### config.mk
export PLATFORM = sky130hd
export DESIGN_NAME = instr_len_skip_unit
export DESIGN_NICKNAME = d
export VERILOG_FILES = /design/src/rtl/ilsu_pkg.sv /design/src/rtl/ilsu_field_split.sv /design/src/rtl/ilsu_len_calc.sv /design/src/rtl/ilsu_skip_ctrl.sv /design/src/rtl/instr_len_skip_unit.sv
export SDC_FILE = /design/constraint.sdc
export NUM_CORES = 1
export LEC_CHECK = 0
export ABC_CLOCK_PERIOD_IN_PS = 7900
export CORE_MARGIN = 2
export CORE_UTILIZATION = 25
export DETAILED_ROUTE_END_ITERATION = 12
export SYNTH_ARGS = -nofsm -noshare
export SYNTH_HDL_FRONTEND = slang
export SYNTH_SLANG_ARGS = --single-unit
### constraint.sdc
create_clock -name clk -period 7.9 [get_ports clk]
set_input_delay 1.58 -clock clk [delete_from_list [all_inputs] [get_ports clk]]
set_output_delay 1.58 -clock clk [all_outputs]
set_load 0.02 [all_outputs]
### src/rtl/ilsu_pkg.sv
package ilsu_pkg;

    localparam int OPC_W  = 4;
    localparam int OPD_W  = 6;
    localparam int WORD_W = OPC_W + 2 * OPD_W;
    localparam int LEN_W  = 2;

    localparam logic [OPD_W-1:0] IDX_LO     = 6'h10;
    localparam logic [OPD_W-1:0] IDX_HI     = 6'h17;
    localparam logic [OPD_W-1:0] IND_WORD   = 6'h1E;
    localparam logic [OPD_W-1:0] LIT_WORD   = 6'h1F;
    localparam logic [OPD_W-1:0] EXT_CALL   = 6'h01;

    typedef struct packed {
        logic [OPC_W-1:0] opc;
        logic [OPD_W-1:0] fa;
        logic [OPD_W-1:0] fb;
        logic             nb;
    } fields_t;

    // An operand selector that consumes one trailing word of the stream.
    function automatic logic takes_word(input logic [OPD_W-1:0] sel);
        return ((sel >= IDX_LO) && (sel <= IDX_HI)) ||
               (sel == IND_WORD) || (sel == LIT_WORD);
    endfunction

endpackage

### src/rtl/ilsu_field_split.sv
module ilsu_field_split
    import ilsu_pkg::*;
(
    input  logic [WORD_W-1:0] word,
    output fields_t           flds
);
    localparam int A_LSB = OPC_W;
    localparam int B_LSB = OPC_W + OPD_W;

    always_comb begin
        flds.opc = word[A_LSB-1:0];
        flds.fa  = word[B_LSB-1:A_LSB];
        flds.fb  = word[WORD_W-1:B_LSB];
        flds.nb  = (word[A_LSB-1:0] == '0);
    end
endmodule

### src/rtl/ilsu_len_calc.sv
module ilsu_len_calc
    import ilsu_pkg::*;
#(
    parameter int NUM_OPD = 2
)(
    input  fields_t          flds,
    output logic [LEN_W-1:0] len
);
    logic [NUM_OPD-1:0] extra;
    logic [OPD_W-1:0]   sel [NUM_OPD];

    assign sel[0] = flds.fb;
    assign sel[NUM_OPD-1] = flds.fa;

    // Operand 0 (b) always counts; later operands count only for basic opcodes.
    for (genvar i = 0; i < NUM_OPD; i++) begin : g_opd
        if (i == 0) begin : g_always
            assign extra[i] = takes_word(sel[i]);
        end else begin : g_basic_only
            assign extra[i] = takes_word(sel[i]) && !flds.nb;
        end
    end

    always_comb begin
        len = LEN_W'(1);
        for (int k = 0; k < NUM_OPD; k++) begin
            len = len + LEN_W'(extra[k]);
        end
    end
endmodule

### src/rtl/ilsu_skip_ctrl.sv
module ilsu_skip_ctrl (
    input  logic clk,
    input  logic rst_n,
    input  logic cond_fail,
    input  logic instr_valid,
    output logic skip_now
);
    typedef struct packed {
        logic pending;
    } skip_st_t;

    skip_st_t st_d, st_q;

    always_comb begin
        st_d = st_q;
        if (instr_valid && st_q.pending) begin
            st_d.pending = 1'b0;          // exactly one instruction consumed
        end else if (cond_fail) begin
            st_d.pending = 1'b1;
        end
    end

    always_ff @(posedge clk) begin
        if (!rst_n) begin
            st_q <= '0;
        end else begin
            st_q <= st_d;
        end
    end

    assign skip_now = st_q.pending;

    // an armed skip is used up by the instruction it is applied to.
    p_pend_clear_r6: assert property (@(posedge clk) disable iff (!rst_n)
        (instr_valid && st_q.pending) |=> !st_q.pending);

    // a failed test with no instruction arriving leaves a skip armed.
    p_pend_arm_r6: assert property (@(posedge clk) disable iff (!rst_n)
        (cond_fail && !instr_valid) |=> st_q.pending);
endmodule

### src/rtl/instr_len_skip_unit.sv
module instr_len_skip_unit
    import ilsu_pkg::*;
#(
    parameter int PC_W = 16
)(
    input  logic              clk,
    input  logic              rst_n,
    input  logic              instr_valid,
    input  logic [15:0]       instr_word,
    input  logic [PC_W-1:0]   pc_in,
    input  logic              cond_fail,
    output logic              out_valid,
    output logic [3:0]        opcode,
    output logic [5:0]        op_a,
    output logic [5:0]        op_b,
    output logic [1:0]        instr_len,
    output logic [PC_W-1:0]   next_pc,
    output logic              skipped,
    output logic              nonbasic,
    output logic              jsr,
    output logic              illegal
);
    typedef struct packed {
        logic              vld;
        fields_t           flds;
        logic [LEN_W-1:0]  len;
        logic [PC_W-1:0]   npc;
        logic              skp;
        logic              call;
        logic              ill;
    } out_st_t;

    fields_t          flds_w;
    logic [LEN_W-1:0] len_w;
    logic             skip_w;
    out_st_t          st_d, st_q;

    ilsu_field_split u_split (
        .word (instr_word),
        .flds (flds_w)
    );

    ilsu_len_calc #(.NUM_OPD(2)) u_len (
        .flds (flds_w),
        .len  (len_w)
    );

    ilsu_skip_ctrl u_skip (
        .clk         (clk),
        .rst_n       (rst_n),
        .cond_fail   (cond_fail),
        .instr_valid (instr_valid),
        .skip_now    (skip_w)
    );

    always_comb begin
        st_d      = st_q;
        st_d.vld  = instr_valid;
        st_d.skp  = 1'b0;
        st_d.call = 1'b0;
        st_d.ill  = 1'b0;
        if (instr_valid) begin
            st_d.flds = flds_w;
            st_d.len  = len_w;
            st_d.skp  = skip_w;
            if (skip_w) begin
                st_d.npc = pc_in + PC_W'(len_w);
            end else begin
                st_d.npc  = pc_in + PC_W'(1);
                st_d.call = flds_w.nb && (flds_w.fa == EXT_CALL);
                st_d.ill  = flds_w.nb && (flds_w.fa != EXT_CALL);
            end
        end
    end

    always_ff @(posedge clk) begin
        if (!rst_n) begin
            st_q <= '0;
        end else begin
            st_q <= st_d;
        end
    end

    assign out_valid = st_q.vld;
    assign opcode    = st_q.flds.opc;
    assign op_a      = st_q.flds.fa;
    assign op_b      = st_q.flds.fb;
    assign nonbasic  = st_q.flds.nb;
    assign instr_len = st_q.len;
    assign next_pc   = st_q.npc;
    assign skipped   = st_q.skp;
    assign jsr       = st_q.call;
    assign illegal   = st_q.ill;

    // results appear only in the cycle after an accepted word.
    p_valid_follows_r1: assert property (@(posedge clk) disable iff (!rst_n)
        out_valid |-> $past(instr_valid));

    // a valid length is never zero.
    p_len_nonzero_r2: assert property (@(posedge clk) disable iff (!rst_n)
        out_valid |-> (instr_len != 2'd0));

    // non-basic instructions can hold at most one trailing word.
    p_nb_len_r3: assert property (@(posedge clk) disable iff (!rst_n)
        (out_valid && nonbasic) |-> (instr_len <= 2'd2));

    // an executed instruction advances the PC by one word.
    p_exec_pc_r4: assert property (@(posedge clk) disable iff (!rst_n)
        (out_valid && !skipped) |-> (next_pc == $past(pc_in) + PC_W'(1)));

    // a skipped instruction advances the PC by its whole length.
    p_skip_pc_r5: assert property (@(posedge clk) disable iff (!rst_n)
        (out_valid && skipped) |-> (next_pc == $past(pc_in) + PC_W'(instr_len)));

    // illegal is reported only with a valid non-basic result.
    p_illegal_ctx_r7: assert property (@(posedge clk) disable iff (!rst_n)
        illegal |-> (out_valid && nonbasic));

    // skipped instructions raise neither the call nor the illegal flag.
    p_skip_quiet_r8: assert property (@(posedge clk) disable iff (!rst_n)
        skipped |-> (!jsr && !illegal));

    // with no result, all pulse flags are low.
    p_idle_quiet_r9: assert property (@(posedge clk) disable iff (!rst_n)
        !out_valid |-> (!skipped && !illegal && !jsr));
endmodule

Word level (Yosys, flattened, before mapping). Index checks and enable logic that the tools add are counted.

Reduce and logical (&&, ||, !) cells: 15. Eq/ne operators: 6. Order comparisons: 4. $add $sub $neg: 4. Multiplexer cells: 1. Bitwise gates (word level): 2.

Operators by type and width (count): 6-bit by 5-bit == test with 1-bit output (second input constant) (4); 16-bit by 1-bit adder with 16-bit output (second input constant) (1); 16-bit by 2-bit adder with 16-bit output (1); 16-bit 2-to-1 mux (1); 6-bit by 5-bit greater-or-equal comparator with 1-bit output (second input constant) (2); 6-bit by 5-bit <= comparator with 1-bit output (second input constant) (2); 6-bit by 1-bit == test with 1-bit output (second input constant) (1); 1-bit logical AND (6); 6-bit by 1-bit inequality test with 1-bit output (second input constant) (1); 4-bit zero test (1); 1-bit logical OR (4); 3-bit OR reduction (1); 1-bit by 1-bit adder with 2-bit output (first input constant) (1); 2-bit by 1-bit adder with 2-bit output (1); 1-bit NOT (2); 2-bit AND reduction (1); 2-bit OR reduction (1); 1-bit zero test (1).

Output and inout port bits: 39. Logic and storage cells: 43. Input bits: 36. Register bits after elaboration: 40.

Longest topological paths before layout.
Word-level depth: 8. Depth in mapped cells: 12. Depth with buffers taken out: 12.

Modules after synthesis. A second synthesis with hierarchy kept.

Cells, all modules: 205. Area, all modules: 1915.6 um^2.

Modules (own cells, without submodules): instr_len_skip_unit (cells an instance 177, times used 1, seq. area each 780.7 um^2, area an instance 1695.4 um^2); ilsu_field_split (cells an instance 17, times used 1, seq. area each 0.0 um^2, area an instance 132.6 um^2); ilsu_len_calc (cells an instance 8, times used 1, seq. area each 0.0 um^2, area an instance 53.8 um^2); ilsu_skip_ctrl (cells an instance 3, times used 1, seq. area each 20.0 um^2, area an instance 33.8 um^2).

Worst setup path after synthesis. Ideal clock, no wire load.

Path type: input to register. Start: input instr_word[0]. End: register st_q (netlist bit next_pc[8]). Setup time: 116 ps. Slack: 3832 ps. Data required time: 7784 ps. Data arrival time: 3951 ps. Path buffers: 0. Stages on the path: 11. Cells stage by stage: or4_1 > nand4b_1 > ha_1 > nand2_1 > ha_1 > inv_1 > fa_1 > and4b_1 > nand4_1 > xnor2_1 > o211a_1.

Longest elaborated chain between the ends: 6.

RTL lines: start, declared (line instr_len_skip_unit.sv:9) `input logic [15:0] instr_word,`; 4-bit zero test (line ilsu_field_split.sv:14) `flds.nb = (word[A_LSB-1:0] == '0);`; 1-bit zero test (line ilsu_len_calc.sv:20) `assign extra[i] = takes_word(sel[i]) && !flds.nb;`; 1-bit logical AND (line ilsu_len_calc.sv:20); 2-bit by 1-bit adder with 2-bit output (line ilsu_len_calc.sv:27) `len = len + LEN_W'(extra[k]);`; 16-bit by 2-bit adder with 16-bit output (line instr_len_skip_unit.sv:67) `st_d.npc = pc_in + PC_W'(len_w);`; 16-bit 2-to-1 mux (line instr_len_skip_unit.sv:66) `if (skip_w) begin`; end signal, assigned (line instr_len_skip_unit.sv:80) `st_q <= st_d;`; end, declared (line instr_len_skip_unit.sv:36) `out_st_t st_d, st_q;`.

No other way between the ends. A chain may end at the register's enable or synchronous reset.

Final worst setup path. Same ends and word-level chain as after synthesis.

==> summary.txt <==
Setup path
  • Cell Chain, Critical Path: clkdlybuf4s50_1 -> or4_1 -> nand4b_1 -> ha_1 -> nand2_1 -> ha_1 -> inv_1 -> fa_1 -> and4b_1 -> nand4_1 -> xnor2_1 -> o211a_1
  • Setup crit end kind: flop
  • CP required: approximately 8100 ps
  • Worst path most repeated cell: ha_1
  • R2R Path End: next_pc[8]
  • CP arrival: approximately 4600 ps
  • Worst-path maximum fanout: 5
  • Max stage delay on crit path: between 600 and 700 ps
  • Slowest-stage cell, CP: or4_1
  • Reg2reg setup slack: 5820 ps
  • Reg2reg path depth: 8
  • R2r startpoint: u_skip.skip_now
  • Crit path max-delay family: simple AND/OR/NAND/NOR gates
  • WP buf/inv: 2
  • Critical path class: in2reg
  • CP Launch Type: input pin

Detailed routing
  • Post-DRT Antenna Nets: 0
  • Final Routed Wirelength: between 4 and 5 mm
  • WL/cell: 13.0 µm
  • Detailed-route via count: between 1500 and 2000
  • Residual DRC count: 0
  • Via-to-Cell Ratio: 4.45
  • First drt pass iteration count: 4
  • Initial DRC Count: a little over 40

Power and ir drop
  • Switching share of power: 26.4%
  • Cell-internal power: approximately 0.00036 W
  • Clock network power share: between 30% and 40%
  • Max VDD drop: a little under 0.00009 V
  • Sequential share of power: a little under half
  • Pwr Density: roughly 180 nW/µm²
  • Leak: between 1 and 1.5 nW
  • Combinational Power Share: a little over a fifth
  • Switch Pwr: around 0.00013 W

Yosys
  • Synth Area per Inst: 9.44 µm²
  • Post-Syn Area: ~1800 µm²
  • Area contributors post-synth: dfxtp_1 (45%), mux2i_1 (11%), nor2_1 (6.1%)
  • #FFs+latches synth: 40
  • Synth unique cells: 40
  • Async SR Flop Fraction: 0%
  • Synth top area share: roughly 45%
  • Post-synthesis net count: 230
  • Post-synthesis sequential area ratio: between 40% and 50%
  • Most numerous cell in the Yosys netlist: dfxtp_1
  • Total number of yosys warnings: 0
  • Post-Synthesis Cells: between 150 and 200
  • Post-synth top cells: dfxtp_1 (40), nor2_1 (29), mux2i_1 (19), a21oi_1 (11), nand2_1 (11)
  • Synth Flop Type: dfxtp_1
  • Post-synth EDFFs: 0
  • Yosys top cell by area: dfxtp_1

Finish
  • Finished layout cell area: between 2000 and 3000 µm²
  • Final core occ: 39.7%
  • FILL cells: approximately 720
  • Post-layout instance count excluding filler cells: approximately 360
  • Multi-input logic area: between 900 and 1000 µm²
  • Storage element area: about 800 µm²
  • Nets: 304
  • Area grow syn2layout: 52.3%
  • Diodes inserted: 0
  • Layout cells sized above 1: 6.04%

STA
  • Final setup viols: 0
  • Crit share post-route: a little under three fifths
  • Clock Skews: 2.27 ps
  • Worst slew margin: between 40% and 50%
  • Final Critical Period: roughly 4400 ps
  • Fmax: 226 MHz
  • Final Hold Fails: 0
  • Hold Slack: around 480 ps
  • RSZ-0062 raised after global routing: false
  • Setup TNS: 0 ps
  • Worst Tran Pin Value: ~800 ps
  • Max Slew Vio Count: 0

GRT
  • Largest net degree at the start of global routing: 50
  • Total gr overflow: 0
  • GRT Total Usage: ~12%
  • Initial antenna violation count: 0
  • Global-route wire length before repair: roughly 7.5 mm
  • Vias in the first global route: around 1500

Placed design
  • RD Place Congestion: between 0.7 and 0.8
  • Placed insts: between 300 and 400
  • Post-DP Area: between 2000 and 3000 µm²
  • HPWL after DPL: between 3 and 4 mm
  • PortBufs: 74

Min path
  • Min-Delay Path Depth: 2
  • Worst Min Path Start: next_pc[1]
  • Hold WC Path Type: reg2reg
  • Worst Hold Path EP: next_pc[1]

Clocking
  • CTS Buffer Depth: 2
  • Postcts setup bufs: 0
  • CTS tree: built
  • Sink Count: 40
  • Clk slew on worst S/H paths: 80 ps
  • TritonCTS Buffers: 5
  • Clock Latency Late Sink: 280 ps
  • H-tree depth: 2
  • CTS-repair resized insts: 0
  • Root Driver: clkbuf_8
  • CTS Hold Buffers Added: 0

Run
  • Max cap viols: 0

Die
  • Core region area: a little under 7000 µm²
  • Die height: between 80 and 90 µm
  • Placement Rows: 30
  • Starting Density: a little over a quarter
  • Die ar.: between 7000 and 8000 µm²
  • Die width: 88.7 µm
  • I/O pins: 75

Run status
  • Status: complete, no violations
-- how the worst max path moves through the flow --
stage	slack, ps	from	cells past startpoint	endpoint
floorplan	3830	instr_word[0]	11	next_pc[8]
global placement	3210	instr_word[0]	12	next_pc[8]
detailed placement	3160	instr_word[0]	12	next_pc[8]
CTS	3460	instr_word[0]	12	next_pc[8]
global route	3320	instr_word[0]	12	next_pc[8]
finish	3470	instr_word[0]	12	next_pc[8]
-- logic make-up after synthesis --
kind of cell             synth area share, %
XOR/XNOR                                5.86
buffers and inverters                   3.14
flip-flops                              44.7
adder cells (fa/ha/maj)                 3.21
AO/OA/AOI/OAI                           9.14
multiplexers                            10.6
AND/OR/NAND/NOR                         23.4
-- worst reg2reg max path: stages (launching register included) --
cell	delay (ps)
dfxtp_1	370
nand2_1	80
ha_1	170
inv_1	60
fa_1	420
and4b_1	390
nand4_1	140
xnor2_1	150
o211a_1	200
-- routing by layer --
layer / wire length (µm) / vias to the layer above / global-route usage, % / part of all wire, %
met2: 2090 / 50 / 18.3 / 44
li1: - / 815 / - / -
met4: 15 / 0 / 2.89 / 0.32
met3: 369 / 2 / 4.29 / 7.8
met5: 0 / - / 0 / 0
met1: 2230 / 741 / 16.8 / 47
-- layout by cell type (no fill, tap or decap), types with 2 or more instances in the layout --
| master | n |
|---|---|
| nand3_1 | 3 |
| nand2_1 | 11 |
| nor4_1 | 3 |
| clkdlybuf4s50_1 | 73 |
| inv_1 | 5 |
| nand3b_1 | 2 |
| nor2b_1 | 2 |
| xor2_1 | 4 |
| nor3_1 | 3 |
| a21oi_1 | 11 |
| nand4_1 | 5 |
| a211oi_1 | 4 |
| o21ai_0 | 10 |
| dfxtp_1 | 40 |
| nor2_1 | 29 |
| ha_1 | 3 |
| clkbuf_8 | 5 |
| xnor2_1 | 8 |
| mux2i_1 | 19 |
-- area by class of cell --
cell class,instances,share of cell area [%]
Sequential cell,40,29.3
Multi-Input combinational cell,136,34.3
Clock inverter,2,1.28
Timing Repair Buffer,75,27.2
Inverter,6,0.825
Tap cell,96,4.40
Clock buffer,6,2.66
-- registers in the layout, summed over array words and instances, names as in the netlist --
name,cells
next_pc,16
op_b,6
opcode,4
nonbasic,1
illegal,1
jsr,1
op_a,6
out_valid,1
instr_len,2
skipped,1
u_skip.skip_now,1
-- through the flow --
stage / power [W] / worst slack (ps)
final: 0.000488 / 3470
after global routing: 0.000515 / 3320
after floorplan: 0.000273 / 3830
after detailed placement: 0.000328 / 3160
after global placement: 0.000328 / 3210
after CTS: 0.000497 / 3460
-- power by group through the flow --
stage,sequential [W],combinational (W),clock [W]
floorplan,0.000240,0.0000331,0
global placement,0.000225,0.000102,0
detailed placement,0.000225,0.000102,0
CTS,0.000221,0.000103,0.000174
global route,0.000222,0.000110,0.000183
finish,0.000220,0.000101,0.000166
No activity file was read; power rests on OpenSTA's default activity.
